==> src/rtl/slip_link_rx_pkg.sv <==
package slip_link_rx_pkg;

    localparam logic [7:0] FRAME_MARK = 8'hC0;
    localparam logic [7:0] ESC_LEAD   = 8'hDB;
    localparam logic [7:0] ESC_MARK   = 8'hDC;
    localparam logic [7:0] ESC_SELF   = 8'hDD;

    localparam int LEN_W  = 12;
    localparam int SEQ_W  = 3;
    localparam int KIND_W = 4;
    localparam int HDR_W  = 2;   // index width for the four header bytes

    typedef enum logic [1:0] {
        ST_IDLE,
        ST_HDR,
        ST_BODY,
        ST_TAIL
    } rx_state_e;

    typedef struct packed {
        logic              rel;
        logic              crc;
        logic [SEQ_W-1:0]  ack;
        logic [SEQ_W-1:0]  seq;
        logic [KIND_W-1:0] kind;
        logic [LEN_W-1:0]  len;
    } hdr_fields_t;

    typedef struct packed {
        rx_state_e         st;
        logic [HDR_W-1:0]  idx;
        logic [7:0]        b0;
        logic [7:0]        b1;
        logic [7:0]        b2;
        logic [LEN_W-1:0]  remain;
        logic [LEN_W-1:0]  cnt;
        hdr_fields_t       f;
        logic              sum_bad;
        logic              ov;
        logic              of;
        logic              ol;
        logic [7:0]        od;
        logic              done;
        logic              drop;
        logic              ovf;
    } rx_regs_t;

endpackage

==> src/rtl/slip_unescape.sv <==
module slip_unescape
    import slip_link_rx_pkg::*;
(
    input  logic       clk,
    input  logic       rst_n,
    input  logic       en,
    input  logic       in_valid,
    input  logic [7:0] in_data,
    output logic       dec_valid,
    output logic [7:0] dec_data,
    output logic       mark,
    output logic       esc_err
);

    logic pend_d, pend_q;

    always_comb begin
        pend_d    = pend_q;
        dec_valid = 1'b0;
        dec_data  = in_data;
        mark      = 1'b0;
        esc_err   = 1'b0;
        if (!en) begin
            pend_d = 1'b0;
        end else if (in_valid) begin
            if (pend_q) begin
                pend_d = 1'b0;
                if (in_data == ESC_MARK) begin
                    dec_valid = 1'b1;
                    dec_data  = FRAME_MARK;
                end else if (in_data == ESC_SELF) begin
                    dec_valid = 1'b1;
                    dec_data  = ESC_LEAD;
                end else begin
                    esc_err = 1'b1;
                end
            end else if (in_data == FRAME_MARK) begin
                mark = 1'b1;
            end else if (in_data == ESC_LEAD) begin
                pend_d = 1'b1;
            end else begin
                dec_valid = 1'b1;
            end
        end
    end

    always_ff @(posedge clk or negedge rst_n) begin
        if (!rst_n) pend_q <= 1'b0;
        else        pend_q <= pend_d;
    end

    // a byte following a pending escape always produces a decode or an error
    a_r1_escape_resolves: assert property (@(posedge clk) disable iff (!rst_n)
        (en && in_valid && pend_q) |-> (dec_valid || esc_err));

    // an escape error only follows a lead byte that was accepted earlier
    a_r2_err_needs_lead: assert property (@(posedge clk) disable iff (!rst_n)
        esc_err |-> !mark && !dec_valid && in_valid);

endmodule

==> src/rtl/slip_hdr_decode.sv <==
module slip_hdr_decode
    import slip_link_rx_pkg::*;
#(
    parameter logic [15:0] ACCEPT_MASK = 16'h8035
) (
    input  logic [7:0]  b0,
    input  logic [7:0]  b1,
    input  logic [7:0]  b2,
    input  logic [7:0]  b3,
    output hdr_fields_t fields,
    output logic        known,
    output logic        sum_bad
);

    localparam int NKIND = 1 << KIND_W;

    logic [NKIND-1:0] hit;
    logic [7:0]       sum;

    for (genvar t = 0; t < NKIND; t++) begin : g_kind
        assign hit[t] = ACCEPT_MASK[t] && (b1[KIND_W-1:0] == KIND_W'(t));
    end

    assign known = |hit;

    always_comb begin
        fields.seq  = b0[2:0];
        fields.ack  = b0[5:3];
        fields.crc  = b0[6];
        fields.rel  = b0[7];
        fields.kind = b1[3:0];
        fields.len  = {b2, b1[7:4]};
        sum         = b0 + b1 + b2;
        sum_bad     = (b3 != ~sum);
    end

endmodule

==> src/rtl/slip_link_rx.sv <==
module slip_link_rx
    import slip_link_rx_pkg::*;
#(
    parameter int          MAX_PAY     = 64,
    parameter logic [15:0] ACCEPT_MASK = 16'h8035
) (
    input  logic              clk,
    input  logic              rst_n,
    input  logic              in_valid,
    input  logic [7:0]        in_data,
    input  logic [SEQ_W-1:0]  exp_seq,
    output logic              out_valid,
    output logic [7:0]        out_data,
    output logic              out_first,
    output logic              out_last,
    output logic              pkt_done,
    output logic              pkt_drop,
    output logic [KIND_W-1:0] pkt_type,
    output logic              pkt_rel,
    output logic [SEQ_W-1:0]  pkt_seq,
    output logic [SEQ_W-1:0]  pkt_ack,
    output logic              pkt_crc,
    output logic [LEN_W-1:0]  pay_count,
    output logic              ovf_err,
    output logic              hdr_sum_err
);

    localparam logic [LEN_W-1:0] MAX_CNT  = LEN_W'(MAX_PAY);
    localparam logic [HDR_W-1:0] LAST_HDR = HDR_W'(3);

    rx_regs_t    d, q;
    logic        u_en, u_valid, u_mark, u_err;
    logic [7:0]  u_data;
    hdr_fields_t dec_f;
    logic        dec_known, dec_sum_bad;

    assign u_en = (q.st == ST_HDR) || (q.st == ST_BODY);

    slip_unescape u_unesc (
        .clk      (clk),
        .rst_n    (rst_n),
        .en       (u_en),
        .in_valid (in_valid),
        .in_data  (in_data),
        .dec_valid(u_valid),
        .dec_data (u_data),
        .mark     (u_mark),
        .esc_err  (u_err)
    );

    slip_hdr_decode #(.ACCEPT_MASK(ACCEPT_MASK)) u_hdr (
        .b0     (q.b0),
        .b1     (q.b1),
        .b2     (q.b2),
        .b3     (u_data),
        .fields (dec_f),
        .known  (dec_known),
        .sum_bad(dec_sum_bad)
    );

    always_comb begin
        d      = q;
        d.ov   = 1'b0;
        d.of   = 1'b0;
        d.ol   = 1'b0;
        d.done = 1'b0;
        d.drop = 1'b0;
        d.ovf  = 1'b0;
        unique case (q.st)
            ST_IDLE: begin
                if (in_valid && in_data == FRAME_MARK) begin
                    d.st  = ST_HDR;
                    d.idx = '0;
                end
            end
            ST_HDR: begin
                if (u_mark) begin
                    d.idx = '0;
                end else if (u_err) begin
                    d.st   = ST_IDLE;
                    d.drop = 1'b1;
                end else if (u_valid) begin
                    unique case (q.idx)
                        2'd0:    d.b0 = u_data;
                        2'd1:    d.b1 = u_data;
                        2'd2:    d.b2 = u_data;
                        default: ;
                    endcase
                    if (q.idx == LAST_HDR) begin
                        d.f       = dec_f;
                        d.sum_bad = dec_sum_bad;
                        d.cnt     = '0;
                        d.remain  = dec_f.len;
                        if (dec_f.len == '0 || !dec_known) d.st = ST_TAIL;
                        else                               d.st = ST_BODY;
                    end else begin
                        d.idx = q.idx + 1'b1;
                    end
                end
            end
            ST_BODY: begin
                if (u_mark) begin
                    d.drop = 1'b1;
                    d.st   = ST_HDR;
                    d.idx  = '0;
                end else if (u_err) begin
                    d.drop = 1'b1;
                    d.st   = ST_IDLE;
                end else if (u_valid) begin
                    if (q.cnt == MAX_CNT) begin
                        d.ovf  = 1'b1;
                        d.drop = 1'b1;
                        d.st   = ST_IDLE;
                    end else begin
                        d.ov     = 1'b1;
                        d.od     = u_data;
                        d.of     = (q.cnt == '0);
                        d.ol     = (q.remain == LEN_W'(1));
                        d.cnt    = q.cnt + 1'b1;
                        d.remain = q.remain - 1'b1;
                        if (q.remain == LEN_W'(1)) d.st = ST_TAIL;
                    end
                end
            end
            ST_TAIL: begin
                if (in_valid) begin
                    d.st = ST_IDLE;
                    if (in_data != FRAME_MARK)                  d.drop = 1'b1;
                    else if (q.f.rel && q.f.seq != exp_seq)     d.drop = 1'b1;
                    else                                        d.done = 1'b1;
                end
            end
            default: d.st = ST_IDLE;
        endcase
    end

    always_ff @(posedge clk or negedge rst_n) begin
        if (!rst_n) begin
            q    <= '0;
            q.st <= ST_IDLE;
        end else begin
            q <= d;
        end
    end

    assign out_valid   = q.ov;
    assign out_data    = q.od;
    assign out_first   = q.of;
    assign out_last    = q.ol;
    assign pkt_done    = q.done;
    assign pkt_drop    = q.drop;
    assign pkt_type    = q.f.kind;
    assign pkt_rel     = q.f.rel;
    assign pkt_seq     = q.f.seq;
    assign pkt_ack     = q.f.ack;
    assign pkt_crc     = q.f.crc;
    assign pay_count   = q.cnt;
    assign ovf_err     = q.ovf;
    assign hdr_sum_err = q.sum_bad;

    a_r10_done_drop_excl: assert property (@(posedge clk) disable iff (!rst_n)
        !(pkt_done && pkt_drop));

    a_r10_done_single: assert property (@(posedge clk) disable iff (!rst_n)
        pkt_done |=> !pkt_done);

    a_r11_ovf_drops: assert property (@(posedge clk) disable iff (!rst_n)
        ovf_err |-> pkt_drop && !out_valid);

    a_r11_no_overflow: assert property (@(posedge clk) disable iff (!rst_n)
        pay_count <= MAX_CNT);

    a_r9_seq_matches: assert property (@(posedge clk) disable iff (!rst_n)
        (pkt_done && pkt_rel) |-> (pkt_seq == $past(exp_seq)));

    a_r6_first_count: assert property (@(posedge clk) disable iff (!rst_n)
        out_first |-> (out_valid && pay_count == LEN_W'(1)));

    a_r6_count_steps: assert property (@(posedge clk) disable iff (!rst_n)
        (out_valid && !out_first) |-> (pay_count == $past(pay_count) + LEN_W'(1)));

endmodule

==> config.mk <==
export PLATFORM = sky130hd
export DESIGN_NAME = slip_link_rx
export DESIGN_NICKNAME = d
export VERILOG_FILES = /design/src/rtl/slip_link_rx_pkg.sv /design/src/rtl/slip_unescape.sv /design/src/rtl/slip_hdr_decode.sv /design/src/rtl/slip_link_rx.sv
export SDC_FILE = /design/constraint.sdc
export NUM_CORES = 1
export LEC_CHECK = 0
export ABC_CLOCK_PERIOD_IN_PS = 4400
export BUFFER_PORTS_ARGS = -buffer_cell sky130_fd_sc_hd__buf_2
export CORE_MARGIN = 4
export CORE_UTILIZATION = 45
export CTS_CLUSTER_SIZE = 28
export DETAILED_ROUTE_END_ITERATION = 10
export PLACE_DENSITY_LB_ADDON = 0.2
export REMOVE_ABC_BUFFERS = 1
export SLEW_MARGIN = 15
export SYNTH_ARGS = -nofsm -noshare
export SYNTH_HDL_FRONTEND = slang
export SYNTH_SLANG_ARGS = --single-unit
export TNS_END_PERCENT = 10
==> constraint.sdc <==
create_clock -name clk -period 4.4 [get_ports clk]
set_input_delay 1.32 -clock clk [delete_from_list [all_inputs] [get_ports clk]]
set_output_delay 1.32 -clock clk [all_outputs]
set_load 0.005 [all_outputs]
After elaboration in Yosys (flattened, before gate mapping). Cells that the tools add are included.

Flip-flop bits (word level): 92. Latch bits: 0. Memory bits (writable): 0. Memory bits (read-only): 0. Output and inout bits: 39. Word-level logic and storage cells: 165. Memories kept: 0.

Add/sub/neg operators: 5. Multiply operators: 0. Divide/modulo/power cells: 0. Order comparisons: 0. Equal/unequal tests: 38. Shifts and indexed selects: 0. Mux-type cells: 75. Bitwise gates (word level): 4. Reduce and logical (&&, ||, !) cells: 21.

Operator list (count): $mux 49 (2); $mux 24 (4); $mux 77 (1); $mux 75 (1); $mux 8 (8); $mux 11 (5); $pmux 24 s2 (1); $mux 1 (34); $eq 8x8->1 const B (4); $mux 2 (15); $reduce_and 5->1 (5); $logic_not 12->1 (2); $ne 2x2->1 const B (9); $add 8x8->8 (2); $add 12x1->12 const B (1); $eq 12x1->1 const B (1); $eq 12x7->1 const B (1); $sub 12x1->12 const B (1); $ne 3x2->1 const B (3); $reduce_and 9->1 (1); $eq 2x2->1 const B (4); $eq 4x3->1 const B (2); $ne 8x8->1 (1); $ne 8x8->1 const B (1); other kinds (25) (34).

Longest topological paths before layout. Gate-level depths: netlist (run 1).

Depth in word-level cells: 12. Depth in mapped cells: 12. Depth with buffers taken out: 12.

Modules after synthesis. From an unflattened synthesis (run 1), not the netlist that was laid out.

Cells, all modules: 516. Area, all modules: 5196.2 sq um.

By module, submodules not included: slip_link_rx (times used 1, cells each 408, area each 4309.1 sq um); slip_hdr_decode (times used 1, cells each 78, area each 674.4 sq um); slip_unescape (times used 1, cells each 30, area each 212.7 sq um).

Least setup slack after synthesis (run 1). Ideal clock, no wire load.

Kind: input to register. Start: input in_data[0]. End: register q (netlist bit out_data[5]). Setup time: 125 ps. Data arrival time: 3238 ps. Required time: 4275 ps. Path slack: 1037 ps. Stages: 8. Path buffers: 3. Cell sequence: buf_2 > or4_4 > a211oi_2 > o21bai_1 > buf_2 > nand3_1 > buf_2 > mux2_2.

Longest elaborated chain between the ends: 8. Elaborated cells between the ends (all ways): 28. Those cells by class: 4 x eq/ne; 21 x mux; 2 x bitwise; 1 x reduce/logical.

Ends and longest elaborated chain: from (decl) (line slip_link_rx.sv:10) `input logic [7:0] in_data,`; $eq 8x8->1 (line slip_unescape.sv:31) `end else if (in_data == ESC_SELF) begin`; $mux 1 (line slip_unescape.sv:31); $mux 1 (line slip_unescape.sv:28) `if (in_data == ESC_MARK) begin`; $mux 1 (line slip_unescape.sv:26) `if (pend_q) begin`; $mux 1 (line slip_unescape.sv:25) `end else if (in_valid) begin`; $mux 1 (line slip_unescape.sv:23) `if (!en) begin`; $not 1->1 (no source line); $reduce_and 5->1 (no source line); to (decl) (line slip_link_rx.sv:31) `rx_regs_t d, q;`.

Several ways; a longest one is shown, not always the timed one. A chain may end at the register's enable or synchronous reset.

Final worst setup path (run 1).
Start: register q[64] in the netlist's numbering. End: register q (netlist bit hdr_sum_err).

Longest elaborated chain between the ends: 3.

Ends and longest elaborated chain: $add 8x8->8 (line slip_hdr_decode.sv:33) `sum = b0 + b1 + b2;`; $not 8->8 (line slip_hdr_decode.sv:34) `sum_bad = (b3 != ~sum);`; $ne 8x8->1 (line slip_hdr_decode.sv:34).

No other way between the ends.

==> summary.txt, run 1 <==
Status -> finished, final reports clean
Synth area leaders -> dfrtp_1 41%, mux2_2 8.0%, buf_4 4.7%, ha_1 4.6%, fa_1 3.3%
Post-synthesis cell area -> 4930 µm²
Gr ovfl total -> 0
Async S/R FF share, synth -> 1.00
Crit path max fanout -> 3
Crit Path Class -> reg2reg
Min Tclk post-route -> 3570 ps
Tcrit/Tclk final -> 0.811
Post-synth top area share -> 0.406
Final setup fails -> 0
Setup crit end -> hdr_sum_err
Initial Utilization -> 0.469
Cts bufs inserted -> 9
Die Width -> 113 µm
Maximum number of pins on one net before global-route repair -> 81
CP bufs+invs -> 3
Leakage -> 2.47 nW
CP Launch Type -> flip-flop
Global-route wire length before repair -> 18500 µm
Max VDD drop -> 0.279 mV
Max_cap viols -> 0
Worst Skew -> 14.3 ps
Detailed-router iteration count before antenna repair -> 4
Placed Cells incl. Taps -> 629
DR DRC count -> 0
Synth-to-Final Area Change -> 6.35%
Placer Congestion -> 0.821
Slew margin rel. -> 0.318
Power per cell area -> 561 nW/µm²
Post-synthesis xor/xnor area fraction -> 0.0249
CP cell instances -> inv_1, fa_1, inv_1, ha_1, inv_1, fa_1, xnor2_1, a2bb2o_1, a2111oi_0, nand4_1, nor4b_1, a31oi_1
I/O Pins -> 53
Number of port buffers -> 52
Share of post-route cells with drive strength above 1 -> 0.232
Antenna violations before repair -> 0
CTS root buffer -> clkbuf_8
Largest family of logic cells by synthesized area -> simple AND/OR/NAND/NOR gates
Worst EP arrival -> 3800 ps
CP top delay family -> adder cells
Synthesized area per cell -> 10.1 µm²
Max Transition Viols Final -> 0
Setup ws final -> 831 ps
Postcts setup bufs -> 0
Seq/Total Area, Yosys -> 0.406
Worst r2r src -> q[64]
Placed cell area -> 5050 µm²
H-tree levels -> 3
Post-route ant nets -> 0
Critical path depth in cells -> 12
Cell mode on critical path -> inv_1
Hold WC Path Type -> reg2reg
Via count -> 3690
Core ar. -> 10500 µm²
Worst-case clock buffer depth -> 2
Vert. Die Dim -> 113 µm
Routed WL -> 11100 µm
CP startpoint -> q[64]
Crit Reg-Reg Endpoint -> hdr_sum_err
Via count of the first global-routing pass -> 3624
N_diodes -> 0
Fin Setup TNS -> 0 ps
Resized cells post-CTS -> 0
Critical path endpoint category -> flip-flop
Synth Area in Simple Gates -> 0.188
Distinct cells, synth -> 62
Largest area contributor in the netlist -> dfrtp_1
Rows -> 37
Ys flop type -> dfrtp_1
Peak Freq -> 0.280 GHz
RSZ-0062 raised after global routing -> no
Compound-Gate Fraction of Synth Area -> 0.131
Clock slew at the register clock pins of the worst setup and hold paths -> 80 ps
Flop2flop setup slack -> 830 ps
DRT iter0 DRCs -> 246
Die area -> 12700 µm²
Fin cells -> 645
Design Power -> 2.94 mW
DR WL/cell -> 17.2 µm
Aggregate global-route resource usage -> 0.182
Final #Nets -> 544
CTS hold repair buffers -> 0
YS warnings -> 0
Vias/cell -> 5.72
Worst-Margin Slew -> 1020 ps
Slowest CP cell -> fa_1
EDFF count, synth -> 0
Worst Setup Slack post-DPL -> 592 ps
CTS tree -> built
Post-Syn Instances -> 490
Post-DP HPWL -> 7780 µm
Data required time at the worst endpoint -> 4630 ps
R2R depth -> 12
Mux contribution to synthesized area -> 0.0861
CP peak stage delay -> 480 ps
Number of synthesized register bits -> 80
Hold Fails Final Rpt -> 0
Design area -> 5240 µm²
Clk sink count -> 80
Clk_lat worst skew -> 360 ps
Post-synthesis adder-cell area fraction -> 0.0782
==> state kept, by name, summed over array words and instances (netlist names), 3 cells and up <==
| register | flops |
|---|---|
| out_data | 8 |
| pay_count | 12 |
| pkt_ack | 3 |
| pkt_seq | 3 |
| pkt_type | 4 |
| q | 40 |
==> final cells by class <==
class                   instances  area [µm²]
well taps                     136         170
clock buffers                  14         173
repair buffers                 57         300
fillers                       935        5270
clock inverters                 2        12.5
inverters                      21        78.8
flip-flops and latches         80        2000
multi-input cells             335        2500
==> cells by family (layout without fill, tap and decap cells) <==
| group | count (synthesis) | after routing |
|---|---|---|
| muxes | 38 | 38 |
| buffers and inverters | 75 | 94 |
| and+or+nand+nor | 165 | 165 |
| xor gates and xnor gates | 14 | 14 |
| DFF | 80 | 80 |
| AOI/OAI and AO/OA | 92 | 92 |
| adders and majority gates | 26 | 26 |
==> stage by stage <==
| stage | util | hold WS, ps |
|---|---|---|
| after floorplan | - | 473 |
| after global routing | 0.499 | 530 |
| after global placement | 0.481 | 476 |
| after detailed placement | 0.481 | 469 |
| final | 0.499 | 493 |
| after CTS | 0.499 | 492 |
==> layout by cell type (no fill, tap or decap), drive strengths merged, types with 4 or more instances in the layout <==
cell type / Yosys / final
dfrtp: 80 / 80
buf: 46 / 57
nand2: 38 / 38
mux2: 35 / 35
nand3: 33 / 33
o21ai: 21 / 21
inv: 21 / 21
nor2: 19 / 19
ha: 18 / 18
a21oi: 15 / 15
clkbuf: 8 / 14
and3: 9 / 9
xnor2: 9 / 9
nor3: 9 / 9
fa: 8 / 8
nor4: 8 / 8
or4: 8 / 8
nand4: 7 / 7
o31ai: 7 / 7
and2: 6 / 6
o211ai: 6 / 6
xor2: 5 / 5
a31oi: 5 / 5
o41ai: 5 / 5
a21o: 5 / 5
nand2b: 5 / 5
nor2b: 4 / 4
nand4b: 4 / 4
==> how the worst min path moves through the flow <==
stage           startpoint          end  slack (ps)  depth (start not counted)
4_1_cts        out_data[4]  out_data[4]         490                          2
3_5_place_dp   out_data[3]  out_data[3]         470                          2
5_1_grt        out_data[1]  out_data[1]         530                          1
3_3_place_gp   out_data[3]  out_data[3]         480                          2
6_report       out_data[4]  out_data[4]         490                          2
2_1_floorplan  out_data[3]  out_data[3]         470                          2
==> worst register-to-register path, delay by kind of cell, from the launching register on <==
| family | cells | cell delay [ps] |
|---|---|---|
| buf+inv | 3 | 230 |
| simple gates | 2 | 580 |
| fa+ha+maj | 3 | 1050 |
| xor+xnor | 1 | 280 |
| compound gates | 3 | 880 |
| flops | 1 | 420 |
==> cell usage after synthesis, drive strengths merged, types with 4 or more instances <==
| cell type | number |
|---|---|
| a21o | 5 |
| a21oi | 15 |
| a31oi | 5 |
| and2 | 6 |
| and3 | 9 |
| buf | 46 |
| clkbuf | 8 |
| dfrtp | 80 |
| fa | 8 |
| ha | 18 |
| inv | 21 |
| mux2 | 35 |
| nand2 | 38 |
| nand2b | 5 |
| nand3 | 33 |
| nand4 | 7 |
| nand4b | 4 |
| nor2 | 19 |
| nor2b | 4 |
| nor3 | 9 |
| nor4 | 8 |
| o211ai | 6 |
| o21ai | 21 |
| o31ai | 7 |
| o41ai | 5 |
| or4 | 8 |
| xnor2 | 9 |
| xor2 | 5 |
==> per-layer routing <==
metal | track usage | wire length [µm]
met1 | 0.244 | 5290
met4 | 0.0601 | 213
met5 | 0 | 0
met3 | 0.0464 | 477
met2 | 0.289 | 5130
==> where the power goes <==
| group | leakage [nW] | internal (mW) | switching [mW] | total [mW] |
|---|---|---|---|---|
| sequential | 1.02 | 0.900 | 0.214 | 1.11 |
| clock | 0.0927 | 0.251 | 0.266 | 0.517 |
| combinational | 1.36 | 0.611 | 0.699 | 1.31 |
| total | 2.47 | 1.76 | 1.18 | 2.94 |
Power figures use the tool's default switching activity.
==> run 2, diff against run 1 <==
--- a/config.mk
+++ b/config.mk
@@ -5,7 +5,7 @@
 export SDC_FILE = /design/constraint.sdc
 export NUM_CORES = 1
 export LEC_CHECK = 0
-export ABC_CLOCK_PERIOD_IN_PS = 4400
+export ABC_CLOCK_PERIOD_IN_PS = 3650
 export BUFFER_PORTS_ARGS = -buffer_cell sky130_fd_sc_hd__buf_2
 export CORE_MARGIN = 4
 export CORE_UTILIZATION = 45
==> constraint.sdc (replaced) <==
create_clock -name clk -period 3.65 [get_ports clk]
set_input_delay 1.095 -clock clk [delete_from_list [all_inputs] [get_ports clk]]
set_output_delay 1.095 -clock clk [all_outputs]
set_load 0.005 [all_outputs]
==> run 2 against run 1 <==
Compared with the run above: global-route usage up 0.50 points; sequential share of layout area shrank 0.69 points; sequential power increased by 21%; core utilization increased by 0.92 points; register-to-register slack worse by 430 ps; clock skew fell by 2.8 ps; routed wire length rose by 2.1%; fmax is 9.8% higher; clock power is 45% higher; critical path depth stayed put; total power increased by 27%; first-iteration DRC count increased by 11%; critical path type unchanged.
==> summary.txt, run 2 (same netlist as run 1, synthesis figures left out) <==
Detailed-router iteration count before antenna repair -> 4 (unchanged)
Worst-case clock buffer depth -> 2 (unchanged)
Min Tclk post-route -> 3250 ps (was 3570 ps)
Aggregate global-route resource usage -> 0.187 (was 0.182)
Cts bufs inserted -> 9 (unchanged)
Data required time at the worst endpoint -> 3890 ps (was 4630 ps)
CP peak stage delay -> 460 ps (was 480 ps)
Tcrit/Tclk final -> 0.891 (was 0.811)
Crit path max fanout -> 3 (unchanged)
Cell-internal power -> 2.25 mW (was 1.76 mW)
CTS tree -> built (unchanged)
Initial Utilization -> 0.469 (unchanged)
Design Power -> 3.74 mW (was 2.94 mW)
Fin Setup TNS -> 0 ps (unchanged)
Final setup fails -> 0 (unchanged)
Worst Skew -> 11.5 ps (was 14.3 ps)
Rows -> 37 (unchanged)
Max VDD drop -> 0.370 mV (was 0.279 mV)
Postcts setup bufs -> 0 (unchanged)
DRT iter0 DRCs -> 273 (was 246)
Clock network fraction of total power -> 0.200 (was 0.176)
CTS root buffer -> clkbuf_8 (unchanged)
Leakage -> 2.52 nW (was 2.47 nW)
DR DRC count -> 0 (unchanged)
Filler Cell Count -> 966 (was 935)
CP bufs+invs -> 3 (unchanged)
Slowest CP cell -> fa_1 (unchanged)
Vias/cell -> 5.72 (about the same)
Multi-input gate area -> 2500 µm² (unchanged)
Largest Register -> q (unchanged)
Share of post-route cells with drive strength above 1 -> 0.245 (was 0.232)
Post-route ant nets -> 0 (unchanged)
N_diodes -> 0 (unchanged)
CP cell instances -> inv_1, fa_1, inv_1, ha_1, inv_1, fa_1, xnor2_1, a2bb2o_1, a2111oi_0, nand4_1, nor4b_1, a31oi_1 (unchanged)
Clk_lat worst skew -> 370 ps (was 360 ps)
Psw -> 1.48 mW (was 1.18 mW)
Peak Freq -> 0.308 GHz (was 0.280 GHz)
Routed WL -> 11300 µm (was 11100 µm)
Maximum number of pins on one net before global-route repair -> 81 (unchanged)
Final #Nets -> 551 (was 544)
Critical path endpoint category -> flip-flop (unchanged)
Clk sink count -> 80 (unchanged)
H-tree levels -> 3 (unchanged)
Via count of the first global-routing pass -> 3715 (was 3624)
Synth-to-Final Area Change -> 8.31% (was 6.35%)
Flop pwr share -> 0.359 (was 0.379)
Hold WC Path Type -> reg2reg (unchanged)
Max reg flops -> 40 (unchanged)
Storage element area -> 2000 µm² (unchanged)
Global-route wire length before repair -> 19100 µm (was 18500 µm)
I/O Pins -> 53 (unchanged)
DR WL/cell -> 17.4 µm (was 17.2 µm)
Slew margin rel. -> 0.323 (was 0.318)
Power per cell area -> 700 nW/µm² (was 561 nW/µm²)
Worst EP arrival -> 3490 ps (was 3800 ps)
Crit Path Class -> reg2reg (unchanged)
Resized cells post-CTS -> 0 (unchanged)
Via count -> 3721 (was 3690)
Post-DP HPWL -> 7970 µm (was 7780 µm)
Placer Congestion -> 0.873 (was 0.821)
CTS hold repair buffers -> 0 (unchanged)
Sw frac -> 0.397 (was 0.401)
Max_cap viols -> 0 (unchanged)
CP Launch Type -> flip-flop (unchanged)
Die Width -> 113 µm (unchanged)
Antenna violations before repair -> 0 (unchanged)
Die area -> 12700 µm² (unchanged)
Clock slew at the register clock pins of the worst setup and hold paths -> 90 ps (was 80 ps)
Commonest non-fill, non-tap cell in the layout -> dfrtp_1 (unchanged)
Number of port buffers -> 52 (unchanged)
RSZ-0062 raised after global routing -> no (unchanged)
Max Transition Viols Final -> 0 (unchanged)
Gr ovfl total -> 0 (unchanged)
Status -> finished, final reports clean (unchanged)
Core ar. -> 10500 µm² (unchanged)
Logic pwr share -> 0.440 (was 0.445)
CP top delay family -> adder cells (unchanged)
Worst-Margin Slew -> 1020 ps (about the same)
Hold Fails Final Rpt -> 0 (unchanged)
Vert. Die Dim -> 113 µm (unchanged)
Cell mode on critical path -> inv_1 (unchanged)
Most frequent cells in the layout -> 80 x dfrtp_1, 51 x buf_2, 38 x nand2_1, 35 x mux2_2, 32 x nand3_1 (unchanged)
[run 2: cell types whose count changed in the layout (fill, tap and decap cells not counted)]
cell / before / now
clkinvlp_4: 1 / 2
bufinv_16: 0 / 2
clkinv_2: 1 / 0
clkbuf_8: 12 / 9
buf_12: 0 / 1
clkbuf_1: 2 / 0
inv_6: 0 / 2
buf_4: 6 / 12
[run 2: layout make-up]
class | count | share of cell area
clock buffer | 9 | 0.0232
clock inverter | 6 | 0.0174
inverter | 21 | 0.0148
multi-input combinational | 335 | 0.469
sequential | 80 | 0.375
tap | 136 | 0.0319
timing repair buffer | 64 | 0.0685
[run 2: path summary, 6_finish.rpt]
kind	startpoint	end	slack, ps	depth (start not counted)
setup / recovery	q[64]	hdr_sum_err	400	12
hold / removal	out_data[4]	out_data[4]	500	2
setup reg to reg	q[64]	hdr_sum_err	400	12
hold reg to reg	out_data[4]	out_data[4]	500	2
max in group asynchronous	rst_n	ovf_err	2110	1
min in group asynchronous	rst_n	pay_count[2]	890	1
[run 2: worst reg2reg max path, stage by stage (launching register included)]
cell and delay (ps):
dfrtp_1 400, inv_1 90, fa_1 460, inv_1 60, ha_1 170, inv_1 60
fa_1 400, xnor2_1 200, a2bb2o_1 300, a2111oi_0 370, nand4_1 150, nor4b_1 350
a31oi_1 120
[run 2: through the flow]
| step | hold slack (ps) | setup slack [ps] | instances | utilization | area (µm²) |
|---|---|---|---|---|---|
| floorplan | 473 | 522 | 436 | - | 4580 |
| global placement | 467 | 180 | 636 | 0.487 | 5120 |
| detailed placement | 480 | 153 | 636 | 0.487 | 5120 |
| CTS | 508 | 439 | 651 | 0.508 | 5340 |
| global route | 526 | 114 | 651 | 0.508 | 5340 |
| finish | 499 | 399 | 651 | 0.508 | 5340 |
[run 2: metal layers]
layer / up-vias / part of all wire / track usage
met2: 88 / 0.46 / 0.294
li1: 1795 / - / -
met3: 20 / 0.053 / 0.0431
met5: - / 0 / 0
met1: 1818 / 0.46 / 0.256
met4: 0 / 0.020 / 0.0609
[run 2: power groups by stage]
stage               clock network, mW  registers [mW]  logic (mW)
detailed placement                  0            1.36        1.62
global placement                    0            1.35        1.60
global route                    0.809            1.38        1.85
floorplan                           0            1.28        1.19
finish                          0.748            1.34        1.65
CTS                             0.767            1.34        1.64
